File: config.mk
export PLATFORM = sky130hd
export DESIGN_NAME = stream_reg_slice
export DESIGN_NICKNAME = d
export VERILOG_FILES = /design/src/rtl/slice_pkg.sv /design/src/rtl/slice_ctrl.sv /design/src/rtl/slice_dpath.sv /design/src/rtl/stream_reg_slice.sv
export SDC_FILE = /design/constraint.sdc
export NUM_CORES = 1
export LEC_CHECK = 0
export BUFFER_PORTS_ARGS = -buffer_cell sky130_fd_sc_hd__buf_2
export CAP_MARGIN = 30
export CORE_MARGIN = 8
export CORE_UTILIZATION = 30
export CTS_CLUSTER_DIAMETER = 40
export DETAILED_ROUTE_END_ITERATION = 8
export PLACE_DENSITY = 0.51
export RECOVER_POWER = 100
export SYNTH_ARGS = -nofsm -noshare
export SYNTH_HDL_FRONTEND = slang
export SYNTH_SLANG_ARGS = --single-unit
File: constraint.sdc
create_clock -name clk -period 1.5 [get_ports clk]
set_input_delay 0.225 -clock clk [delete_from_list [all_inputs] [get_ports clk]]
set_output_delay 0.225 -clock clk [all_outputs]
set_load 0.005 [all_outputs]
File: src/rtl/slice_pkg.sv
package slice_pkg;

  // Strobes passed from the control flags to the data registers
  typedef struct packed {
    logic loadOut;      // output data register takes a new value
    logic outFromSkid;  // that value comes from the skid entry
    logic captureSkid;  // skid entry takes the incoming payload
  } slice_strobe_t;

endpackage

File: src/rtl/slice_ctrl.sv
module slice_ctrl
  import slice_pkg::*;
(
  input  logic          clk,
  input  logic          rstN,
  input  logic          inValid,
  input  logic          outReady,
  output logic          inReady,
  output logic          outValid,
  output slice_strobe_t strobe
);

  logic outValidQ;
  logic skidValidQ;
  logic readyQ;

  logic accept;
  logic outFree;
  logic capture;
  logic skidNext;
  logic outValidNext;

  // A beat enters this cycle
  assign accept  = inValid & readyQ;
  // Output register may change: empty, or its beat leaves now
  assign outFree = ~outValidQ | outReady;
  // Incoming beat cannot go to the output, so park it
  assign capture = accept & ~outFree;

  always_comb begin
    if (outFree) begin
      skidNext     = 1'b0;
      outValidNext = skidValidQ | accept;
    end else begin
      skidNext     = skidValidQ | capture;
      outValidNext = outValidQ;
    end
  end

  always_ff @(posedge clk) begin
    if (!rstN) begin
      outValidQ  <= 1'b0;
      skidValidQ <= 1'b0;
      readyQ     <= 1'b0;
    end else begin
      outValidQ  <= outValidNext;
      skidValidQ <= skidNext;
      readyQ     <= ~skidNext;
    end
  end

  assign strobe.loadOut     = outFree & (skidValidQ | accept);
  assign strobe.outFromSkid = skidValidQ;
  assign strobe.captureSkid = capture;

  assign inReady  = readyQ;
  assign outValid = outValidQ;

endmodule

File: src/rtl/slice_dpath.sv
module slice_dpath
  import slice_pkg::*;
#(
  parameter int DATA_W = 16
) (
  input  logic              clk,
  input  logic              rstN,
  input  slice_strobe_t     strobe,
  input  logic [DATA_W-1:0] inData,
  output logic [DATA_W-1:0] outData
);

  logic [DATA_W-1:0] outDataQ;
  logic [DATA_W-1:0] skidDataQ;
  logic [DATA_W-1:0] loadValue;

  assign loadValue = strobe.outFromSkid ? skidDataQ : inData;

  always_ff @(posedge clk) begin
    if (!rstN) begin
      outDataQ <= '0;
    end else if (strobe.loadOut) begin
      outDataQ <= loadValue;
    end
  end

  always_ff @(posedge clk) begin
    if (!rstN) begin
      skidDataQ <= '0;
    end else if (strobe.captureSkid) begin
      skidDataQ <= inData;
    end
  end

  assign outData = outDataQ;

endmodule

File: src/rtl/stream_reg_slice.sv
module stream_reg_slice
  import slice_pkg::*;
#(
  parameter int DATA_W = 16
) (
  input  logic              clk,
  input  logic              rstN,
  input  logic              inValid,
  input  logic [DATA_W-1:0] inData,
  output logic              inReady,
  output logic              outValid,
  output logic [DATA_W-1:0] outData,
  input  logic              outReady
);

  slice_strobe_t strobe;

  slice_ctrl u_ctrl (
    .clk      (clk),
    .rstN     (rstN),
    .inValid  (inValid),
    .outReady (outReady),
    .inReady  (inReady),
    .outValid (outValid),
    .strobe   (strobe)
  );

  slice_dpath #(.DATA_W(DATA_W)) u_dpath (
    .clk     (clk),
    .rstN    (rstN),
    .strobe  (strobe),
    .inData  (inData),
    .outData (outData)
  );

endmodule

==> results.md <==
- WP data required: 1.73 ns
- Yosys cell types: 18
- Routed Antenna Nets: 0
- Worst Skew: a little over 0.005 ns
- Status: finished clean
- Max stage delay cell, worst path: dfxtp_1
- Non-filler cells, final: 257
- Post-CTS Setup Inserts: 0
- Final setup viols: 0
- Primary FF master, synth: dfxtp_1
- Cell Area, Synth: 1498 um2
- Post-route DRC: 0
- Syn_nets: 174
- Tmin final: 1.340 ns
- CTS Buf Count: 5
- Number of flops mapped to enable cells by yosys: 0
- HP Start: inData[9]
- RD Place Congestion: 0.6656
- Peak VDD IR: 0.0002820 V
- Fmax: 746.4 MHz
- Reg2reg start: u_ctrl.skidValidQ
- First-pass GRT wire length: 6.354 mm
- Buf/Inv on CP: 0
- Die Wd: 86.66 um
- Syn avg cell area: 9.725 um2
- Nets: 209
- Die area: between 7000 and 8000 um2
- Vias in the first global route: 1300
- Crit path DAT: 1.57 ns
- Maximum number of pins on one net before global-route repair: 36
- Worst Path Max Fanout: 17
- Register-to-Register Path Depth: 3
- Initial Util: approximately a third
- # hold bufs at CTS: 0
- Min-delay worst type: in2reg
- Num Clock Sinks: 35
- Worst-Skew Late Latency: 0.28 ns
- Post-detail-place hpwl: between 2 and 3 mm
- Wire per inst: 14.60 um
- Post-synth ARST share: 0%
- Routed wire length: 3.753 mm
- Power Density: 1027 nW/um2
- Starting DRT DRC Count: 84
- GRT Total Usage: 10.70%
- Top-count cell post-synth: dfxtp_1
- Final Util: 37.42%
- Cts repair resizes: 0
- Initial antenna violation count: 0
- Post-Synthesis Cells: 154
- I/O pins: 38
- Site row count: 25
- Final worst path period share: approximately nine tenths
- Crit Path Class: reg2reg
- Post-synth top area cell: dfxtp_1
- Slack of the critical path: 0.1603 ns
- Via count: 1210
- Worst setup EP type: flip-flop
- Hold Crit Depth: 3
- Core area: 4755 um2
- Root buf cell: clkbuf_8
- Critical-path cell list: a21o_4, and2_2, o211a_1
- Setup_tns: 0 ns
- # H-tree levels: 2
- Yosys warning count: 0
- Max Root-Sink Buffers: 2
- Layout cell share with drive strength beyond 1: 18.95%
- Synth Register Bits: 35
- Buffers on Ports: 37
- Startpoint types: flip-flop
- Post-synth top cells: 35 x dfxtp_1, 32 x nand2_1, 17 x a21boi_1
- Vias per cell: 4.708
- Worst-margin pin slew: 0.5455 ns
- Hold-critical path endpoint: u_dpath.skidDataQ[9]
- Total grt overflow: 0
- Reg2reg setup slack: 0.16 ns
- Number of diodes: 0
- R2R Path End: u_dpath.outData[10]
- MaxCap Viol Count: 0
- Placed insts: 249
- # fillers: roughly 530
- Slew Viols, Final: 0
- Drt first pass iters: 5
- Area grow syn2layout: 18.80%
- RSZ-0062 raised after global routing: no
- Synth top area share: 46.78%
- Clk pin slew, worst setup/hold paths: ~0.070 ns
- Pwr Total: ~1.8 mW
- Worst path max stage delay: 0.46 ns
- Sequential fraction of the synthesis area: 46.78%
- DIE HEIGHT: slightly below 90 um
- Leading cell types by total area after synthesis: dfxtp_1 47%, mux2i_1 11%, o211a_1 11%
- Setup WS pre-CTS: 0.2082 ns
- CTS tree: built
- Hold Vio Cnt, Final: 0
- Slew HR: 63.63%
- Leak Pwr: a little under 0.8 nW
- Largest delay share family, worst path: flip-flops
[where the power goes]
group	internal [mW]	total [mW]	switching, mW	leakage, nW
Sequential	0.968	0.991	0.0225	0.286
Combinational	0.0862	0.182	0.0958	0.458
Clock	0.326	0.655	0.329	0.0422
Total	1.38	1.83	0.447	0.786
[state kept, by name (all words and copies together) (netlist names)]
signal and cells:
u_ctrl.inReady 1, u_ctrl.outValid 1, u_ctrl.skidValidQ 1, u_dpath.outData 16, u_dpath.skidDataQ 16
[how the worst max path moves through the flow]
stage	start	endpoint	slack (ns)	depth (start not counted)
2_1_floorplan	u_ctrl.skidValidQ	u_dpath.outData[0]	0.20	6
3_3_place_gp	u_ctrl.skidValidQ	u_dpath.outData[9]	0.26	4
3_5_place_dp	u_ctrl.skidValidQ	u_dpath.outData[11]	0.21	4
4_1_cts	u_ctrl.skidValidQ	u_dpath.outData[11]	0.21	4
5_1_grt	u_ctrl.skidValidQ	u_dpath.outData[4]	0.07	3
6_report	u_ctrl.skidValidQ	u_dpath.outData[10]	0.16	3
[cell type report]
cell class                 instances  area, um2  area share [%]
tap                               67      83.83           4.712
clock buffer                       7      76.32           4.290
sequential                        35      700.7           39.38
multi-input combinational        105      715.7           40.22
timing repair buffer              42      197.7           11.11
clock inverter                     1      5.005          0.2813
[cell usage in the layout (no fill, tap or decap)]
master and count:
nand2b_1 1, dfxtp_1 35, nand4b_1 1, a21oi_1 1, nand2_1 32, o211a_1 16, nand3_1 16, nor3b_1 1
a21boi_0 12, clkbuf_2 3, buf_4 2, o21a_1 1, and4b_1 1, a21boi_1 5, buf_1 1, and2_2 1
clkinv_2 1, a21o_4 1, buf_2 23, clkbuf_8 5, mux2i_1 16, clkbuf_1 15
[logic make-up after synthesis]
logic type / share of synthesized area, %
buffers and inverters: 5.346
AO/OA/AOI/OAI: 21.05
flip-flops: 46.78
AND/OR/NAND/NOR: 16.12
multiplexers: 10.69
[layer usage]
metal | vias up | track usage, % | part of all wire (%) | routed length, um
li1 | 609 | - | - | -
met1 | 575 | 12.18 | 44 | 1660
met2 | 24 | 17.50 | 49 | 1833
met3 | 2 | 4.726 | 6.4 | 240
met4 | 0 | 3.286 | 0.51 | 19
met5 | - | 0 | 0 | 0
[worst register-to-register path, stage by stage (launching register included)]
cell and delay [ns]:
dfxtp_1 0.46, a21o_4 0.24, and2_2 0.40, o211a_1 0.19
[stage by stage]
step / hold WS, ns / cell area, um2
2_1_floorplan: 0.3598 / 1498
6_report: 0.1954 / 1779
3_5_place_dp: 0.4458 / 1724
5_1_grt: 0.1850 / 1779
3_3_place_gp: 0.4404 / 1724
4_1_cts: 0.1771 / 1805
Note: power is estimated with default switching activity, not from simulation.
